## src/rtl/burst_sram_pkg.sv

```systemverilog
package burst_sram_pkg;
  typedef enum logic [1:0] {
    OP_IDLE  = 2'd0,
    OP_READ  = 2'd1,
    OP_WRITE = 2'd2
  } op_e;
endpackage

```

## src/rtl/burst_seq.sv

```systemverilog
module burst_seq
  import burst_sram_pkg::*;
#(
  parameter int ADDR_W   = 6,
  parameter int BURST_W  = 2,
  parameter int LANES    = 4,
  parameter int WAKE_CYC = 2
) (
  input  logic              clk,
  input  logic              rst_n,
  input  logic              ld,
  input  logic              cs,
  input  logic              adv,
  input  logic              linear,
  input  logic              sleep,
  input  logic              wr_all,
  input  logic              wr_byte,
  input  logic [LANES-1:0]  byte_en,
  input  logic [ADDR_W-1:0] addr,
  output logic [LANES-1:0]  lane_we,
  output logic [ADDR_W-1:0] acc_addr,
  output logic [ADDR_W-1:0] rd_addr_q,
  output logic              rd_q,
  output logic [BURST_W-1:0] cnt_q
);
  localparam int WK_W = $clog2(WAKE_CYC + 2);

  logic              active_q, active_nx;
  logic [ADDR_W-1:0] base_q, base_nx;
  logic [BURST_W-1:0] cnt_nx, low_nx;
  logic [WK_W-1:0]   wake_q, wake_nx;
  op_e               op_q, op_nx;
  logic              blocked, start, cont, go, is_wr;
  logic [LANES-1:0]  wmask;

  always_comb begin
    blocked = sleep | (wake_q != '0);
    wmask   = wr_all ? '1 : (wr_byte ? byte_en : '0);
    is_wr   = |wmask;
    start   = !blocked & ld & cs;
    cont    = !blocked & !ld & active_q;
    go      = start | cont;
    base_nx = start ? addr : base_q;
    if (start)            cnt_nx = '0;
    else if (cont && adv) cnt_nx = cnt_q + 1'b1;
    else                  cnt_nx = cnt_q;
    low_nx   = linear ? (base_nx[BURST_W-1:0] + cnt_nx) : (base_nx[BURST_W-1:0] ^ cnt_nx);
    acc_addr = {base_nx[ADDR_W-1:BURST_W], low_nx};
    op_nx    = go ? (is_wr ? OP_WRITE : OP_READ) : OP_IDLE;
    if (go)                active_nx = 1'b1;
    else if (blocked || ld) active_nx = 1'b0;
    else                   active_nx = active_q;
    lane_we = (go && is_wr) ? wmask : '0;
    if (sleep)               wake_nx = WK_W'(WAKE_CYC);
    else if (wake_q != '0)   wake_nx = wake_q - 1'b1;
    else                     wake_nx = wake_q;
  end

  always_ff @(posedge clk or negedge rst_n) begin
    if (!rst_n) begin
      active_q  <= 1'b0;
      base_q    <= '0;
      cnt_q     <= '0;
      op_q      <= OP_IDLE;
      rd_addr_q <= '0;
      wake_q    <= '0;
    end else begin
      active_q <= active_nx;
      op_q     <= op_nx;
      wake_q   <= wake_nx;
      cnt_q    <= cnt_nx;
      if (start) base_q    <= base_nx;
      if (go)    rd_addr_q <= acc_addr;
    end
  end

  assign rd_q = (op_q == OP_READ);
endmodule

```

## src/rtl/burst_array.sv

```systemverilog
module burst_array #(
  parameter int ADDR_W = 6,
  parameter int LANES  = 4,
  parameter int LANE_W = 8
) (
  input  logic                    clk,
  input  logic [LANES-1:0]        we,
  input  logic [ADDR_W-1:0]       waddr,
  input  logic [LANES*LANE_W-1:0] wdata,
  input  logic [ADDR_W-1:0]       raddr,
  output logic [LANES*LANE_W-1:0] rdata
);
  localparam int DEPTH = 1 << ADDR_W;

  for (genvar g = 0; g < LANES; g++) begin : g_lane
    logic [LANE_W-1:0] mem [DEPTH];
    always_ff @(posedge clk) begin
      if (we[g]) mem[waddr] <= wdata[g*LANE_W +: LANE_W];
    end
    assign rdata[g*LANE_W +: LANE_W] = mem[raddr];
  end
endmodule

```

## src/rtl/burst_out.sv

```systemverilog
module burst_out #(
  parameter int DATA_W = 32
) (
  input  logic              clk,
  input  logic              rst_n,
  input  logic              pipe_mode,
  input  logic              oe,
  input  logic              rd_q,
  input  logic [DATA_W-1:0] arr_data,
  output logic [DATA_W-1:0] rdata,
  output logic              rdrive
);
  logic              pv_q;
  logic [DATA_W-1:0] dout_q;
  logic              valid;
  logic [DATA_W-1:0] data;

  always_ff @(posedge clk or negedge rst_n) begin
    if (!rst_n) begin
      pv_q   <= 1'b0;
      dout_q <= '0;
    end else begin
      pv_q <= rd_q;
      if (rd_q) dout_q <= arr_data;
    end
  end

  always_comb begin
    valid  = pipe_mode ? (pv_q & rd_q) : rd_q;
    data   = pipe_mode ? dout_q : arr_data;
    rdrive = oe & valid;
    rdata  = rdrive ? data : '0;
  end
endmodule

```

## src/rtl/burst_sram.sv

```systemverilog
module burst_sram #(
  parameter int ADDR_W   = 6,
  parameter int BURST_W  = 2,
  parameter int LANES    = 4,
  parameter int LANE_W   = 8,
  parameter int WAKE_CYC = 2
) (
  input  logic                    clk,
  input  logic                    rst_n,
  input  logic                    pipe_mode,
  input  logic                    linear,
  input  logic                    sleep,
  input  logic                    oe,
  input  logic                    cs,
  input  logic                    ld,
  input  logic                    adv,
  input  logic                    wr_all,
  input  logic                    wr_byte,
  input  logic [LANES-1:0]        byte_en,
  input  logic [ADDR_W-1:0]       addr,
  input  logic [LANES*LANE_W-1:0] wdata,
  output logic [LANES*LANE_W-1:0] rdata,
  output logic                    rdrive
);
  localparam int DATA_W = LANES * LANE_W;

  logic [LANES-1:0]   lane_we;
  logic [ADDR_W-1:0]  acc_addr, rd_addr_q;
  logic               rd_q;
  logic [BURST_W-1:0] cnt_q;
  logic [DATA_W-1:0]  arr_data;

  burst_seq #(
    .ADDR_W(ADDR_W), .BURST_W(BURST_W), .LANES(LANES), .WAKE_CYC(WAKE_CYC)
  ) i_seq (
    .clk(clk), .rst_n(rst_n), .ld(ld), .cs(cs), .adv(adv), .linear(linear),
    .sleep(sleep), .wr_all(wr_all), .wr_byte(wr_byte), .byte_en(byte_en),
    .addr(addr), .lane_we(lane_we), .acc_addr(acc_addr), .rd_addr_q(rd_addr_q),
    .rd_q(rd_q), .cnt_q(cnt_q)
  );

  burst_array #(
    .ADDR_W(ADDR_W), .LANES(LANES), .LANE_W(LANE_W)
  ) i_array (
    .clk(clk), .we(lane_we), .waddr(acc_addr), .wdata(wdata),
    .raddr(rd_addr_q), .rdata(arr_data)
  );

  burst_out #(
    .DATA_W(DATA_W)
  ) i_out (
    .clk(clk), .rst_n(rst_n), .pipe_mode(pipe_mode), .oe(oe), .rd_q(rd_q),
    .arr_data(arr_data), .rdata(rdata), .rdrive(rdrive)
  );
endmodule

```

## config.mk

```make
export PLATFORM = sky130hd
export DESIGN_NAME = burst_sram
export DESIGN_NICKNAME = d
export VERILOG_FILES = /design/src/rtl/burst_sram_pkg.sv /design/src/rtl/burst_seq.sv /design/src/rtl/burst_array.sv /design/src/rtl/burst_out.sv /design/src/rtl/burst_sram.sv
export SDC_FILE = /design/constraint.sdc
export NUM_CORES = 2
export LEC_CHECK = 0
export ABC_CLOCK_PERIOD_IN_PS = 3460
export BUFFER_PORTS_ARGS = -buffer_cell sky130_fd_sc_hd__buf_2
export CORE_AREA = 2 2 389 391
export DETAILED_ROUTE_END_ITERATION = 10
export DIE_AREA = 0 0 391 393
export GPL_TIMING_DRIVEN = 0
export PLACE_DENSITY = 0.73
export SYNTH_ARGS = -nofsm -noshare
export SYNTH_HDL_FRONTEND = slang
export SYNTH_SLANG_ARGS = --single-unit
```

## constraint.sdc

```tcl
create_clock -name clk -period 3.46 [get_ports clk]
set_input_delay 0.173 -clock clk [delete_from_list [all_inputs] [get_ports clk]]
set_output_delay 0.173 -clock clk [all_outputs]
set_load 0.02 [all_outputs]
```

==> results.toml <==
[floorplan]
ios = 86
placementRows = 142
die-width_um = 391
start_util = 0.549
core-area_um2 = 149000
die_area_um2 = 154000
die_height_um = 393

[timing]
slew_headroom = 0.0113
finalHoldViolCount = 0
finalClockSkew_ns = 0.0596
slew_viol_final = 0
grt_setup_unrepaired = "true"
final.period_utilization = 1.16
min_period_ns = 4.00
worst_slew_pin_slew_ns = 1.48
worst_slack_ns = -0.539
fmax_mhz = 250
setup_violations = 424
final.setup.tns_ns = -31.41

[logic_synthesis]
ys_seq_elements = 2100
synthArstFlopShare = 0.0248
yosysWarnings = 0
synthCells = 4138
ys_types = 56
ys_seq_area_frac = 0.767
synthesis.nets = 4193
syn_area_per_cell_um2 = 19.8
synth_area_um2 = 81900
synth_edf_count = 2048
ys.flop_type = "edfxtp_1"

[route]
vias = 49400
ant_nets = 0
firstDrtPassIters = 8
viasPerCell = 7.27
route.detailed.drc = 0
wl_per_cell_um = 41.1
wirelength_mm = 279
drtIter0Drc = 9568

[power_and_ir_drop]
p_sw_uw = 29000
p_clk_frac = 0.271
comb_power_share = 0.373
powerDensity_nw_per_um2 = 798
p_leak_uw = 0.0313
p_int_uw = 50600
pwr-share-seq = 0.356
vdd_drop_max_uv = 635
swShare = 0.365

[layout]
register_area_um2 = 62800
fin_cells = 6791
final.fill_count = 8948
drive_gt1_frac = 0.361
areaGrowthSynthToFinish_pct = 21.8
final_util = 0.669
multi_input_area_um2 = 21500
final_cell_area_um2 = 99800
final_nets = 4720

[setup_path]
reg2reg_depth = 10
crit_arrival_ns = 3.83
reg2reg_from = "i_seq.wake_q[1]"
reg2reg_to = "i_array.g_lane[2].mem[11][0]"
worst-path-buf-inv = 3
cp_max_fo = 10
cp_cell_sequence = "clkbuf_2, clkbuf_1, a2111oi_2, nand2_1, nand3_2, o21ai_4, buf_4"
r2r_slack_ns = -0.22
crit_path_start_kind = "flip-flop"
endpoint_kind = "output port"
worstSetupPathType = "reg2out"
worstPathRequired_ns = 3.29
cp_slowest_cell = "clkbuf_1"
path_delay_family = "buffers and inverters"
critPathMaxStageDelay_ns = 1.03

[cts]
cts_made_buffers = 198
clock-root-buffer = "clkbuf_16"
cts.sinks = 2100
clock_latency_ns = 0.88
clock_path_buffers = 3
htree_levels = 4
clkTransAtPathRegs_ns = 0.07
cts_tree = "done"

[global_routing]
grt_usage = 0.345
antenna_found_initial = 15
grt_max_degree = 65
grt_pass1_vias = 45200
grt_pass1_wl_mm = 358
overflow = 0

[status]
status = "complete, but fails checks"
failed_checks = "setup timing"

[hold_path]
min_from = "sleep"
hp-class = "in2reg"
hold_path_end = "i_seq.wake_q[0]"
hold_depth = 3

[placed_design]
dpl.cell_count = 6221
postPlaceCellArea_um2 = 85600
pre_cts_slack_ns = -1.68
gp_congestion = 0.994
place_hpwl_mm = 174
port_buffers = 85

[run]
maxCapViolations = 0
[layout by cell type, fill, tap and decap left out, types with 32 or more instances in the layout]
master	netlist	final
o22ai_1	74	69
clkbuf_16	0	220
nor2_4	0	219
mux4_2	381	381
nor4_4	0	44
clkinv_2	0	37
mux2i_1	274	254
nand2_1	130	98
a22oi_1	133	115
nor2_1	304	53
buf_6	3	83
clkinv_1	1	47
clkbuf_1	121	57
dfrtp_1	52	50
buf_4	21	154
a22o_1	76	76
edfxtp_1	2048	2048
buf_2	85	78
nor2_2	0	32
buf_12	0	89
nand3_1	61	49
[layout make-up]
type                       instances  share of cell area
sequential                      2100               0.629
clock buffer                     247              0.0528
clock inverter                   123              0.0108
multi-input combinational       1770               0.215
antenna                           12            0.000301
buffer                           249              0.0299
inverter                          11            0.000464
timing repair buffer             335              0.0369
tap                             1944              0.0244
[flip-flops by register name, summed over array words and instances, names as in the netlist]
register / count
i_array.g_lane.mem: 2048
i_seq.rd_addr_q: 6
i_seq.op_q: 2
i_out.pv_q: 1
i_seq.cnt_q: 2
i_seq.active_q: 1
i_seq.wake_q: 2
i_out.dout_q: 32
i_seq.base_q: 6
[power by group through the flow]
stage / registers [uW] / clock network, uW / logic (uW)
6_report: 28300 / 21600 / 29700
5_1_grt: 28300 / 22400 / 29300
4_1_cts: 28300 / 21400 / 25400
3_5_place_dp: 28800 / 0 / 21600
3_3_place_gp: 28800 / 0 / 21200
2_1_floorplan: 28800 / 0 / 11700
[per-stage QoR]
stage / power, uW / hold slack, ns
floorplan: 40400 / -0.123
global placement: 50000 / 0.376
detailed placement: 50500 / 0.0478
CTS: 75100 / 0.00913
global route: 80000 / 0.0837
finish: 79600 / 0.0658
[worst reg2reg max path: cells and delay by family, from the launching register on]
kind	cells	cell delay [ns]
fa+ha+maj	1	0.18
mux	1	0.35
simple gates	4	1.49
buf+inv	4	0.96
flops	1	0.37
[cell families (layout without fill, tap and decap cells)]
logic type | after synthesis | in the layout | synth area share
XOR/XNOR | 3 | 3 | 0.000321
buffers and inverters | 268 | 965 | 0.0148
other | 0 | 12 | 0
flip-flops | 2100 | 2100 | 0.767
multiplexers | 672 | 672 | 0.141
AO/OA/AOI/OAI | 453 | 453 | 0.0421
AND/OR/NAND/NOR | 640 | 640 | 0.0354
adder cells (fa/ha/maj) | 2 | 2 | 0.000305
[worst max path at each step]
stage / to / from / slack (ns) / cells after the start
floorplan: i_array.g_lane[2].mem[13][0] / i_seq.wake_q[0] / -0.18 / 14
global placement: i_array.g_lane[2].mem[21][5] / i_seq.wake_q[0] / -2.01 / 14
detailed placement: rdata[30] / i_seq.rd_addr_q[1] / -1.68 / 10
CTS: rdata[9] / i_seq.rd_addr_q[2] / -0.37 / 11
global route: rdata[30] / i_seq.rd_addr_q[5] / -0.41 / 8
finish: rdata[27] / i_seq.rd_addr_q[4] / -0.54 / 7
[cell usage after synthesis (11+ instances only)]
cell type	count	area (um2)
a21oi_1	15	75.1
nor2_1	304	1140
or3_1	11	68.8
a22oi_1	133	998
mux2i_1	274	2740
mux2_2	17	191
o22ai_1	74	463
buf_2	85	425
a211oi_1	20	150
buf_1	26	97.6
nand2_1	130	488
nor2b_1	13	81.3
a211o_1	21	184
clkbuf_1	121	454
nor4_1	51	319
nand3_1	61	305
o221a_2	19	214
mux4_2	381	8580
and4_1	20	175
nand2b_1	12	75.1
buf_4	21	158
a32oi_1	20	175
o21ai_0	30	150
dfrtp_1	52	1300
edfxtp_1	2048	61500
a22o_1	76	666
[what timing repair did]
item | 4_1_cts | 5_1_grt
pin swaps | 44 | 150
hold buffers | 18 | 0
hold endpoints to repair | 68 | 0
gates resized for setup | 1130 | 350
setup endpoints to repair | 2085 | 2076
setup buffers | 30 | 130
gates cloned | 2 | 16
[layer usage]
metal,routed length [um],part of all wire,vias up,track usage
met3,45800,0.16,1082,0.137
met1,90500,0.32,25000,0.450
li1,-,-,18300,-
met2,121000,0.43,4921,0.501
met4,21100,0.075,22,0.185
met5,883,0.0032,-,0
Note: power is estimated with default switching activity, not from simulation.
